**config.mk**
```make
export PLATFORM = sky130hd
export DESIGN_NAME = pnp_card_cfg
export DESIGN_NICKNAME = d
export VERILOG_FILES = /design/src/rtl/pnp_cfg_pkg.sv /design/src/rtl/pnp_port_decode.sv /design/src/rtl/pnp_cmd_exec.sv /design/src/rtl/pnp_read_resp.sv /design/src/rtl/pnp_card_cfg.sv
export SDC_FILE = /design/constraint.sdc
export NUM_CORES = 1
export LEC_CHECK = 0
export ABC_CLOCK_PERIOD_IN_PS = 2410
export BUFFER_PORTS_ARGS = -buffer_cell sky130_fd_sc_hd__buf_4
export CAP_MARGIN = 15
export CORE_MARGIN = 8
export CORE_UTILIZATION = 25
export CTS_BUF_LIST = sky130_fd_sc_hd__clkbuf_8
export DETAILED_ROUTE_END_ITERATION = 6
export PLACE_DENSITY = 0.51
export SYNTH_ARGS = -nofsm -noshare
export SYNTH_HDL_FRONTEND = slang
export SYNTH_HIERARCHICAL = 1
export SYNTH_SLANG_ARGS = --single-unit
```
**constraint.sdc**
```tcl
create_clock -name clk -period 2.41 [get_ports clk]
set_input_delay 0.241 -clock clk [delete_from_list [all_inputs] [get_ports clk]]
set_output_delay 0.241 -clock clk [all_outputs]
set_load 0.01 [all_outputs]
```
**src/rtl/pnp_cfg_pkg.sv**
```systemverilog
package pnp_cfg_pkg;

    typedef enum logic [1:0] {
        ST_WFK   = 2'd0,
        ST_SLEEP = 2'd1,
        ST_ISO   = 2'd2,
        ST_CFG   = 2'd3
    } card_st_e;

    localparam logic [7:0] IX_RDPORT = 8'h00;
    localparam logic [7:0] IX_SERIAL = 8'h01;
    localparam logic [7:0] IX_CTRL   = 8'h02;
    localparam logic [7:0] IX_WAKE   = 8'h03;
    localparam logic [7:0] IX_CSN    = 8'h06;
    localparam logic [7:0] IX_LDEV   = 8'h07;

    localparam int CTL_LDRST = 0;
    localparam int CTL_WFK   = 1;
    localparam int CTL_CSN0  = 2;

    typedef struct packed {
        card_st_e   st;
        logic [7:0] idx;
        logic [7:0] csn;
        logic [7:0] rdp;
        logic [7:0] ldev;
        logic       ldev_rst;
        logic       ptr_clr;
        logic       iso_cmp;
    } exec_regs_t;

    typedef struct packed {
        logic       ack;
        logic [7:0] data;
    } rd_regs_t;

endpackage

```
**src/rtl/pnp_port_decode.sv**
```systemverilog
module pnp_port_decode #(
    parameter logic [11:0] IDX_ADDR = 12'h279,
    parameter logic [11:0] DAT_ADDR = 12'hA79
) (
    input  logic        wr_stb,
    input  logic        rd_stb,
    input  logic [11:0] addr,
    input  logic [7:0]  rdp,
    output logic        idx_wr,
    output logic        dat_wr,
    output logic        rd_hit
);
    logic [11:0] rd_addr;

    always_comb begin
        rd_addr = {2'b00, rdp, 2'b11};
        idx_wr  = wr_stb && (addr == IDX_ADDR);
        dat_wr  = wr_stb && (addr == DAT_ADDR);
        rd_hit  = rd_stb && (addr == rd_addr);
    end
endmodule

```
**src/rtl/pnp_cmd_exec.sv**
```systemverilog
module pnp_cmd_exec
    import pnp_cfg_pkg::*;
#(
    parameter int NUM_LDEV = 2
) (
    input  logic       clk,
    input  logic       rst_n,
    input  logic       key_ok,
    input  logic       iso_fail,
    input  logic       idx_wr,
    input  logic       dat_wr,
    input  logic       rd_hit,
    input  logic [7:0] wdata,
    output card_st_e   st_o,
    output logic [7:0] idx_o,
    output logic [7:0] csn_o,
    output logic [7:0] rdp_o,
    output logic [7:0] ldev_o,
    output logic       ldev_rst_o,
    output logic       ptr_clr_o,
    output logic       iso_cmp_o
);
    localparam bit MULTI_DEV = (NUM_LDEV > 1);

    exec_regs_t r_d, r_q;
    logic       in_ic;
    logic       wr_ok;

    always_comb begin
        r_d          = r_q;
        r_d.ldev_rst = 1'b0;
        r_d.ptr_clr  = 1'b0;
        r_d.iso_cmp  = 1'b0;
        in_ic        = (r_q.st == ST_ISO) || (r_q.st == ST_CFG);

        wr_ok = 1'b0;
        if (dat_wr && !(r_q.st == ST_ISO && iso_fail)) begin
            unique case (r_q.idx)
                IX_CTRL, IX_WAKE:  wr_ok = (r_q.st != ST_WFK);
                IX_RDPORT, IX_CSN: wr_ok = in_ic;
                IX_LDEV:           wr_ok = MULTI_DEV && (r_q.st == ST_CFG)
                                           && (int'(wdata) < NUM_LDEV);
                default:           wr_ok = 1'b0;
            endcase
        end

        if (idx_wr)
            r_d.idx = wdata;

        if (key_ok && r_q.st == ST_WFK)
            r_d.st = ST_SLEEP;

        if (r_q.st == ST_ISO && iso_fail)
            r_d.st = ST_SLEEP;

        if (rd_hit && r_q.st == ST_ISO && r_q.idx == IX_SERIAL)
            r_d.iso_cmp = 1'b1;

        if (wr_ok) begin
            unique case (r_q.idx)
                IX_RDPORT: r_d.rdp = wdata;
                IX_WAKE: begin
                    r_d.ptr_clr = 1'b1;
                    if (r_q.st == ST_SLEEP) begin
                        if (wdata == r_q.csn)
                            r_d.st = (wdata == 8'h00) ? ST_ISO : ST_CFG;
                    end else if (wdata != r_q.csn) begin
                        r_d.st = ST_SLEEP;
                    end
                end
                IX_CSN: begin
                    r_d.csn = wdata;
                    if (r_q.st == ST_ISO)
                        r_d.st = ST_CFG;
                end
                IX_LDEV: r_d.ldev = wdata;
                IX_CTRL: begin
                    r_d.ldev_rst = wdata[CTL_LDRST];
                    if (wdata[CTL_WFK])
                        r_d.st = ST_WFK;
                    if (wdata[CTL_CSN0])
                        r_d.csn = 8'h00;
                end
                default: ;
            endcase
        end
    end

    always_ff @(posedge clk) begin
        if (!rst_n) begin
            r_q <= '{st: ST_WFK, idx: 8'h00, csn: 8'h00, rdp: 8'h00,
                     ldev: 8'h00, ldev_rst: 1'b0, ptr_clr: 1'b0, iso_cmp: 1'b0};
        end else begin
            r_q <= r_d;
        end
    end

    assign st_o       = r_q.st;
    assign idx_o      = r_q.idx;
    assign csn_o      = r_q.csn;
    assign rdp_o      = r_q.rdp;
    assign ldev_o     = r_q.ldev;
    assign ldev_rst_o = r_q.ldev_rst;
    assign ptr_clr_o  = r_q.ptr_clr;
    assign iso_cmp_o  = r_q.iso_cmp;

    p_wfk_hold_r2: assert property (@(posedge clk) disable iff (!rst_n)
        (r_q.st == ST_WFK && !key_ok) |=> (r_q.st == ST_WFK));

    p_wfk_exit_r2: assert property (@(posedge clk) disable iff (!rst_n)
        (r_q.st == ST_WFK) |=> (r_q.st == ST_WFK || r_q.st == ST_SLEEP));

    p_iso_fail_r5: assert property (@(posedge clk) disable iff (!rst_n)
        (r_q.st == ST_ISO && iso_fail) |=> (r_q.st == ST_SLEEP));

    p_iso_cmp_state_r5: assert property (@(posedge clk) disable iff (!rst_n)
        r_q.iso_cmp |-> ($past(r_q.st) == ST_ISO));

    p_ldev_range_r8: assert property (@(posedge clk) disable iff (!rst_n)
        int'(r_q.ldev) < NUM_LDEV);
endmodule

```
**src/rtl/pnp_read_resp.sv**
```systemverilog
module pnp_read_resp
    import pnp_cfg_pkg::*;
(
    input  logic       clk,
    input  logic       rst_n,
    input  logic       rd_hit,
    input  card_st_e   st,
    input  logic [7:0] idx,
    input  logic [7:0] csn,
    input  logic [7:0] ldev,
    output logic       ack_o,
    output logic [7:0] data_o
);
    rd_regs_t rr_d, rr_q;

    always_comb begin
        rr_d = '{ack: 1'b0, data: 8'h00};
        if (rd_hit) begin
            if (st == ST_ISO) begin
                rr_d.ack = (idx == IX_SERIAL);
            end else if (st == ST_CFG) begin
                rr_d.ack = (idx != IX_RDPORT);
                unique case (idx)
                    IX_CSN:  rr_d.data = csn;
                    IX_LDEV: rr_d.data = ldev;
                    default: rr_d.data = 8'h00;
                endcase
            end
        end
    end

    always_ff @(posedge clk) begin
        if (!rst_n)
            rr_q <= '{ack: 1'b0, data: 8'h00};
        else
            rr_q <= rr_d;
    end

    assign ack_o  = rr_q.ack;
    assign data_o = rr_q.data;

    p_ack_state_r9: assert property (@(posedge clk) disable iff (!rst_n)
        rr_q.ack |-> ($past(st) == ST_ISO || $past(st) == ST_CFG));
endmodule

```
**src/rtl/pnp_card_cfg.sv**
```systemverilog
module pnp_card_cfg
    import pnp_cfg_pkg::*;
#(
    parameter int          NUM_LDEV = 2,
    parameter logic [11:0] IDX_ADDR = 12'h279,
    parameter logic [11:0] DAT_ADDR = 12'hA79
) (
    input  logic        clk,
    input  logic        rst_n,
    input  logic        key_ok,
    input  logic        iso_fail,
    input  logic        wr_stb,
    input  logic        rd_stb,
    input  logic [11:0] bus_addr,
    input  logic [7:0]  wr_data,
    output logic [7:0]  rd_data,
    output logic        rd_ack,
    output logic [1:0]  card_state,
    output logic [7:0]  csn,
    output logic [7:0]  ldev_sel,
    output logic        ldev_reset,
    output logic        res_ptr_clr,
    output logic        iso_compare
);
    logic       idx_wr, dat_wr, rd_hit;
    card_st_e   st;
    logic [7:0] idx, csn_int, rdp, ldev_raw, ldev_eff;

    pnp_port_decode #(.IDX_ADDR(IDX_ADDR), .DAT_ADDR(DAT_ADDR)) u_dec (
        .wr_stb (wr_stb),
        .rd_stb (rd_stb),
        .addr   (bus_addr),
        .rdp    (rdp),
        .idx_wr (idx_wr),
        .dat_wr (dat_wr),
        .rd_hit (rd_hit)
    );

    pnp_cmd_exec #(.NUM_LDEV(NUM_LDEV)) u_exec (
        .clk        (clk),
        .rst_n      (rst_n),
        .key_ok     (key_ok),
        .iso_fail   (iso_fail),
        .idx_wr     (idx_wr),
        .dat_wr     (dat_wr),
        .rd_hit     (rd_hit),
        .wdata      (wr_data),
        .st_o       (st),
        .idx_o      (idx),
        .csn_o      (csn_int),
        .rdp_o      (rdp),
        .ldev_o     (ldev_raw),
        .ldev_rst_o (ldev_reset),
        .ptr_clr_o  (res_ptr_clr),
        .iso_cmp_o  (iso_compare)
    );

    generate
        if (NUM_LDEV > 1) begin : g_multi
            assign ldev_eff = ldev_raw;
        end else begin : g_single
            assign ldev_eff = 8'h00;
        end
    endgenerate

    pnp_read_resp u_rd (
        .clk    (clk),
        .rst_n  (rst_n),
        .rd_hit (rd_hit),
        .st     (st),
        .idx    (idx),
        .csn    (csn_int),
        .ldev   (ldev_eff),
        .ack_o  (rd_ack),
        .data_o (rd_data)
    );

    assign card_state = st;
    assign csn        = csn_int;
    assign ldev_sel   = ldev_eff;
endmodule

```
==> results.tsv, run 1 <==
metric	value	unit
ios	56	
leakage	1.18	nW
viasPerCell	4.79	
layout-drive-gt1-share	32.5	%
clockBufferDepth	2	
antenna_found_initial	0	
power_density	490	nW/um^2
die_area	12200	um^2
relSlewSlack	65.0	%
hpwl	4950	um
grt_max_degree	16	
clk_pin_slew_worst_paths	90	ps
hold_viol_final	0	
grt_pass1_wl	10500	um
synth.largest_area_cell	dfxtp_1	
slew_violations	0	
critPathLaunchType	input pin	
vias	1965	
fp.coreArea	8680	um^2
syn_nets	262	
synth_area_leaders	dfxtp_1 41%, mux2i_1 8.1%, xnor2_1 6.3%, nor2_1 6.1%, a22oi_1 2.7%	
start_util	25.7	%
ys_seq_area_share	41.3	%
cts_max_level	2	
drc	0	
antenna_cells	0	
ant_nets	0	
fill_cells	925	
synth.cell_area	2230	um^2
synth_cells	236	
cts_tree	built	
holdBufCountCts	0	
insertion_delay	300	ps
whs	236	ps
crit_arrival	2490	ps
ys_warn_count	6	
post_cts_buffers	0	
die_w	110	um
maxCapViolations	0	
drt-wirelength-per-cell	15.9	um
avgSynthCellArea	9.45	um^2
grt-ovfl-total	0	
r2r_setup_slack	370	ps
finalWeightedCongestion	0.829	
ys_types	52	
first_pass_iters	4	
numPortBuffers	55	
synth_ff_type	dfxtp_1	
crit_type	input pin to flip-flop	
crit_fanout	8	
cts.sinks	46	
worst_slew_pin_slew	525	ps
fin_crit	2280	ps
hp-class	input pin to flip-flop	
fin_util	33.9	%
synth_edf_count	0	
worst_ir_drop_vdd	0.000269	V
status	completed	
rows	34	
synth_top_area_share	41.3	%
cts_buffers	5	
areaGrowthSynthToFinish	31.8	%
die_y	110	um
p_total	0.00144	W
place_area	2830	um^2
fin_nets	327	
yosys_register_bits	46	
fin_cells	410	
setup_viol	0	
wirelength	6540	um
rsz0062_at_grt	no	
cts_resized	0	
end_kind	flip-flop	
grt_use_total	10.6	%
final_area	2940	um^2
post-place-cells	402	
root_buffer	clkbuf_8	
drt_iter0_markers	137	
grt_pass1_vias	1963	
clock-skew-final	6.80	ps
required	2610	ps
period_share	94.8	%
fmax	0.438	GHz
synthArstFlopShare	0	%
synth_stat cells (2+ instances only):
library cell  instances
dfxtp_1              46
nor2_1               36
mux2i_1              18
xnor2_1              16
nand2_1              15
nand3_1              10
a21oi_1               9
a22oi_1               8
and3_1                8
nand4_1               7
nor3_1                7
buf_2                 5
clkbuf_1              4
nand4b_1              3
buf_1                 2
buf_6                 2
nor2b_1               2
nor4b_2               2
o21bai_1              2
or4_1                 2
layout make-up:
| class | instances | area, um^2 | area share (%) |
|---|---|---|---|
| multi-input cells | 173 | 1220 | 41.5 |
| flip-flops and latches | 46 | 921 | 31.3 |
| repair buffers | 73 | 548 | 18.6 |
| well taps | 108 | 135 | 4.60 |
| clock buffers | 5 | 68.8 | 2.34 |
| clock inverters | 3 | 40.0 | 1.36 |
| inverters | 2 | 7.51 | 0.255 |
metrics by stage:
step	worst slack [ps]	setup TNS [ps]
2_1_floorplan	121	0
3_3_place_gp	-131	-1990
3_5_place_dp	-196	-2940
4_1_cts	122	0
5_1_grt	8.49	0
6_report	125	0
worst paths after layout:
check,startpoint,to,cells past startpoint
min reg2reg,u_exec/csn_o[1],u_exec/csn_o[1],2
max reg2reg,u_exec/idx_o[1],u_exec/ldev_o[5],5
min,wr_data[0],u_exec/ldev_rst_o,3
max,bus_addr[8],u_exec/ldev_o[5],8
cell families (layout without fill, tap and decap cells):
group | Yosys count | after routing | share of synthesized area [%]
flops | 46 | 46 | 41.3
xor+xnor | 16 | 16 | 6.28
simple gates | 107 | 107 | 28.1
compound gates | 32 | 32 | 12.2
buf+inv | 17 | 83 | 4.04
mux | 18 | 18 | 8.08
report_power, final:
group | internal (W) | switching (W)
combinational | 0.0000538 | 0.0000539
clock | 0.000305 | 0.000267
sequential | 0.000760 | 0.00000137
placed cells by master (no fill, tap or decap), drive strengths merged, types with 2 or more instances in the layout:
| master | count |
|---|---|
| buf | 73 |
| dfxtp | 46 |
| nor2 | 37 |
| mux2i | 18 |
| xnor2 | 16 |
| nand2 | 16 |
| nand3 | 10 |
| a21oi | 9 |
| and3 | 8 |
| a22oi | 8 |
| nor3 | 8 |
| nand4 | 7 |
| clkbuf | 5 |
| nand4b | 4 |
| clkinv | 3 |
| nor4b | 3 |
| or4 | 3 |
| nor4 | 3 |
| nor2b | 2 |
| o21bai | 2 |
worst max-delay path, cell delays in order:
cell	delay (ps)
buf_4	110
nand4bb_1	170
or4_4	540
nor3b_2	190
a21bo_2	300
nor4_4	370
o2111ai_2	270
and3_1	280
flip-flops by register name, summed over array words and instances, names as in the netlist, 2 cells and up:
signal / cells
u_exec/idx_o: 8
u_exec/rdp_o: 8
u_exec/st_o: 2
u_exec/csn_o: 8
u_rd/data_o: 8
u_exec/ldev_o: 8
routing by layer:
metal  track usage, %  vias up  wire length (um)
li1                 -      971                 -
met1             12.9      937              2900
met2             17.6       51              3280
met3             2.44        6               310
met4             3.78        0                56
met5                0        -                 0
Power figures use the tool's default switching activity.
==> run 2: changes to the inputs <==
- RECOVER_POWER: not set -> 100
==> run 2 against run 1 <==
Flip-flop and latch count is the same; combinational power is essentially flat; clock skew is essentially flat; largest power group unchanged; global-route usage is the same; hold slack gained 8.7 ps; highest routed layer unchanged; critical endpoint is now u_exec/ldev_o[0]; core utilization shrank 1.4 points.
==> results.tsv, run 2 (same netlist as run 1, synthesis figures left out) <==
metric	value	unit	change
crit_type	input pin to flip-flop		
crit_chain	buf_4 -> nand4bb_1 -> or4_4 -> nor3b_2 -> a21bo_2 -> nor4_4 -> o2111ai_2 -> mux2i_1 -> nor2_1		
first_pass_iters	5		+1
fin_util	32.4	%	-1.4 points
wl_met2	3260	um	-0.58%
cp_slowest_stage_delay	540	ps	about the same
die_w	110	um	unchanged
numPortBuffers	55		unchanged
hp-class	input pin to flip-flop		
status	completed		
wirelength	6550	um	+0.23%
final_cell_mix	46 x dfxtp_1, 39 x buf_4, 36 x nor2_1		
drc	0		unchanged
cts_resized	0		unchanged
hpwl	4950	um	unchanged
areaGrowthSynthToFinish	26.2	%	
fin_cells	410		unchanged
cts_tree	built		
cts_buffers	5		unchanged
period_share	95.2	%	+0.40 points
finalWeightedCongestion	0.829		unchanged
cts_max_level	2		unchanged
seqPwrFrac	52.9	%	about the same
worst_ir_drop_vdd	0.000268	V	about the same
holdBufCountCts	0		unchanged
p_comb_share	7.4	%	about the same
antenna_cells	0		unchanged
power.switching	0.000320	W	-0.51%
rows	34		unchanged
drt_iter0_markers	128		-6.6%
worst_slew_pin_slew	573	ps	+48.0 ps
ant_nets	0		unchanged
end_kind	flip-flop		
cp.buffers_inverters	1		unchanged
cts.sinks	46		unchanged
die_y	110	um	unchanged
ios	56		unchanged
critPathLaunchType	input pin		
fmax	0.436	GHz	-0.42%
routed.top_layer	met4		
fin_crit	2290	ps	+9.68 ps
post-place-cells	402		unchanged
wl_met1	2990	um	+3.3%
root_buffer	clkbuf_8		
clockBufferDepth	2		unchanged
relSlewSlack	61.8	%	-3.2 points
required	2600	ps	about the same
maxCapViolations	0		unchanged
grt-ovfl-total	0		unchanged
viasPerCell	4.77		-0.56%
p_sw_share	22.3	%	-0.074 points
clkPwrFrac	39.7	%	about the same
clk_pin_slew_worst_paths	90	ps	about the same
die_area	12200	um^2	unchanged
leakage	1.04	nW	-12%
power_density	511	nW/um^2	+4.3%
setup_viol	0		unchanged
vias	1954		-0.56%
start_util	25.7	%	unchanged
crit_arrival	2490	ps	about the same
grt_pass1_vias	1963		unchanged
grt_pass1_wl	10500	um	unchanged
grt_use_total	10.6	%	unchanged
drt-wirelength-per-cell	16.0	um	+0.23%
clock-skew-final	7.21	ps	+0.404 ps
insertion_delay	300	ps	about the same
power.internal	0.00112	W	about the same
fin_nets	327		unchanged
routed-wl-met3	261	um	-16%
crit_slowest_cell	or4_4		
hold_viol_final	0		unchanged
antenna_found_initial	0		unchanged
cp_top_family	simple AND/OR/NAND/NOR gates		
layout_commonest_cell	dfxtp_1		
layout-drive-gt1-share	21.9	%	-11 points
fp.coreArea	8680	um^2	unchanged
slew_violations	0		unchanged
rsz0062_at_grt	no		
post_cts_buffers	0		unchanged
crit_fanout	8		unchanged
grt_max_degree	16		unchanged
==> run 2: routing by layer <==
metal / up-vias / global-route usage, %
li1: 975 / -
met3: 4 / 2.44
met2: 40 / 17.6
met1: 935 / 12.9
met4: 0 / 3.78
met5: - / 0
==> run 2: worst reg2reg max path, delay by kind of cell, from the launching register on <==
family                 cells  cell delay [ps]
AND/OR/NAND/NOR            3              580
AO/OA/AOI/OAI              2              570
flip-flops                 1              390
buffers and inverters      1              260
multiplexers               1              230
==> run 2: layout make-up <==
cell class                 count  area, um^2
timing repair buffer          73         423
clock inverter                 3        40.0
fill                         960        5860
clock buffer                   5        68.8
tap                          108         135
sequential                    46         921
inverter                       2        7.51
multi-input combinational    173        1220
==> run 2: path summary, 6_finish.rpt <==
check                                      from           endpoint  slack, ps  cells past startpoint
worst max-delay path                bus_addr[8]   u_exec/ldev_o[0]        120                      9
worst min-delay path                 wr_data[0]  u_exec/ldev_rst_o        240                      3
worst max register to register   u_exec/st_o[0]   u_exec/ldev_o[0]        280                      7
worst min register to register  u_exec/csn_o[1]    u_exec/csn_o[1]        500                      2
==> run 2: through the flow <==
stage	cell area, um^2	setup TNS (ps)	power, W	worst slack [ps]	hold WS, ps
after floorplan	2230	0	0.000821	121	385
after global placement	2830	-1990	0.000887	-131	493
after detailed placement	2830	-2940	0.000888	-196	494
after CTS	2940	0	0.00146	122	235
after global routing	2810	0	0.00150	8.47	239
final	2810	0	0.00144	116	245
==> run 2: power groups by stage <==
stage                logic, W  clock network [W]  registers, W
floorplan           0.0000403                  0      0.000781
global placement     0.000107                  0      0.000780
detailed placement   0.000108                  0      0.000780
CTS                  0.000108           0.000589      0.000762
global route         0.000115           0.000624      0.000762
finish               0.000106           0.000571      0.000762
==> run 3: changes to the inputs <==
- ABC_AREA: not set -> 1
- RECOVER_POWER: 100 -> 25
==> run 3 against run 2 <==
Sequential share of layout area decreased by 2.3 points; power decreased by 7.1%; combinational power about the same; clock skew decreased by 2.6 ps; critical path type is now flip-flop to flip-flop.
==> results.tsv, run 3 <==
metric	value	unit	change
antenna_cells	0		unchanged
hpwl	5930	um	+20%
maxCapViolations	0		unchanged
synth_top_area_share	37.1	%	-4.2 points
synth_area_leaders	dfxtp_1 37%, nand2_1 16%, nor2_1 8.5%, a21oi_1 7.3%, inv_1 7.1%		
worst_slew_pin_slew	690	ps	+117 ps
yosys_register_bits	46		unchanged
die_y	116	um	+4.7%
cts_resized	0		unchanged
period_share	83.1	%	-12 points
areaGrowthSynthToFinish	21.8	%	
wirelength	7490	um	+14%
cts_tree	built		
endpoint	u_exec/ldev_o[0]		
ys_seq_area_share	37.1	%	-4.2 points
setup_tns	0	ps	unchanged
cts_buffers	5		unchanged
synth_common_cells	103 x nand2_1, 56 x nor2_1, 47 x inv_1, 46 x dfxtp_1, 36 x a21oi_1		
end_kind	flip-flop		
synth_cells	386		+64%
start_util	25.6	%	-0.072 points
ant_nets	0		unchanged
first_pass_iters	4		-1
layout-drive-gt1-share	14.5	%	-7.3 points
clock-skew-final	4.60	ps	-2.61 ps
die_w	116	um	+4.7%
r2r_setup_slack	410	ps	+130 ps
clockBufferDepth	2		unchanged
grt_use_total	11.3	%	+0.72 points
cp_top_family	simple AND/OR/NAND/NOR gates		
viasPerCell	4.43		-7.1%
required	2630	ps	+30 ps
startpoint	u_exec/idx_o[0]		
rsz0062_at_grt	no		
cpMostUsedCell	nand2_1		
hp-class	input pin to flip-flop		
root_buffer	clkbuf_8		
crit_fanout	17		+9
fin_util	31.2	%	-1.2 points
crit_arrival	2220	ps	-270 ps
critPathLaunchType	flip-flop		
insertion_delay	300	ps	about the same
layout_commonest_cell	nand2_1		
synth.cell_area	2480	um^2	+11%
die_area	13400	um^2	+9.6%
avgSynthCellArea	6.43	um^2	-32%
r2r_start	u_exec/idx_o[0]		
numPortBuffers	55		unchanged
grt_pass1_wl	12000	um	+14%
leakage	1.30	nW	+26%
fp.coreArea	9680	um^2	+12%
syn_nets	412		+57%
cp.buffers_inverters	1		unchanged
fin_nets	466		+43%
crit_chain	inv_2 -> nand2_2 -> nor2_1 -> nand2_1 -> nand2_1 -> nand2_1 -> nand3_4 -> nand3_1 -> nand2_1 -> a21oi_1		
final_cell_mix	103 x nand2_1, 56 x nor2_1, 48 x inv_1		
fill_cells	1068		+11%
r2r-end	u_exec/ldev_o[0]		
clk_pin_slew_worst_paths	90	ps	about the same
synth_edf_count	0		unchanged
antenna_found_initial	0		unchanged
whs_path_depth	3		unchanged
cts.sinks	46		unchanged
grt-ovfl-total	0		unchanged
grt_pass1_vias	2392		+22%
ys_warn_count	6		unchanged
fmax	0.499	GHz	+15%
crit_slowest_cell	dfxtp_1		
grt_max_degree	21		+5
drc	0		unchanged
status	completed		
yosysMostFrequentCell	nand2_1		
power_density	442	nW/um^2	-14%
synth.largest_area_cell	dfxtp_1		
synthArstFlopShare	0	%	unchanged
finalWeightedCongestion	0.857		+3.4%
cts_max_level	2		unchanged
worst_ir_drop_vdd	0.000183	V	-32%
drt_iter0_markers	194		+52%
slew_violations	0		unchanged
drt-wirelength-per-cell	13.0	um	-18%
synth_ff_type	dfxtp_1		
path_depth	10		+1
fin_crit	2000	ps	-292 ps
cp_slowest_stage_delay	490	ps	-50 ps
hold_viol_final	0		unchanged
holdBufCountCts	0		unchanged
r2r_cells	10		+3
relSlewSlack	54.0	%	-7.8 points
vias	2542		+30%
rows	36		+5.9%
ys_types	24		-54%
crit_type	flip-flop to flip-flop		
ios	56		unchanged
post_cts_buffers	0		unchanged
setup_viol	0		unchanged
run 3: final cells by class:
type	count	area (um^2)	area share, %
multi-input combinational	277	1290	42.7
clock inverter	3	17.5	0.579
clock buffer	5	68.8	2.28
tap	133	166	5.50
inverter	54	203	6.71
timing repair buffer	56	357	11.8
sequential	46	921	30.5
run 3: worst min path at each step:
stage | slack (ps) | startpoint | end
2_1_floorplan | 360 | rst_n | u_rd/ack_o
3_3_place_gp | 450 | u_exec/rdp_o[5] | u_exec/rdp_o[5]
3_5_place_dp | 450 | u_exec/ldev_o[6] | u_exec/ldev_o[6]
4_1_cts | 210 | wr_data[7] | u_exec/csn_o[7]
5_1_grt | 220 | wr_data[2] | u_exec/csn_o[2]
6_report | 220 | wr_data[7] | u_exec/csn_o[7]
run 3: kinds of logic (layout without fill, tap and decap cells):
kind of cell           Yosys count  after routing  share of synthesized area (%)
AO/OA/AOI/OAI                   50             50                           10.6
flip-flops                      46             46                           37.1
XOR/XNOR                         1              1                          0.353
buffers and inverters           63            118                           10.9
AND/OR/NAND/NOR                226            226                           41.0
run 3: per-layer routing:
metal	wire length [um]	share of wire [%]	track usage, %
met1	3400	45	14.0
met2	3610	48	19.5
met4	92	1.2	3.11
met3	379	5.1	2.24
met5	0	0	0
run 3: worst min-delay path, cell delays in order:
cell,delay [ps]
buf_4,110
a21oi_1,60
nor2_1,70
run 3: power breakdown:
group          switching, W  internal (W)  leakage (nW)
logic             0.0000599     0.0000432         0.884
clock network      0.000270      0.000201        0.0493
registers        0.00000184      0.000760         0.371
run 3: through the flow:
| step | hold slack [ps] | power [W] | setup slack (ps) | instance area (um^2) | cells |
|---|---|---|---|---|---|
| after global routing | 222 | 0.00139 | 151 | 3020 | 574 |
| after CTS | 212 | 0.00135 | 410 | 3090 | 574 |
| after floorplan | 364 | 0.000825 | 928 | 2480 | 386 |
| after detailed placement | 448 | 0.000884 | 416 | 3000 | 566 |
| after global placement | 454 | 0.000884 | 471 | 3000 | 566 |
| final | 219 | 0.00134 | 408 | 3020 | 574 |
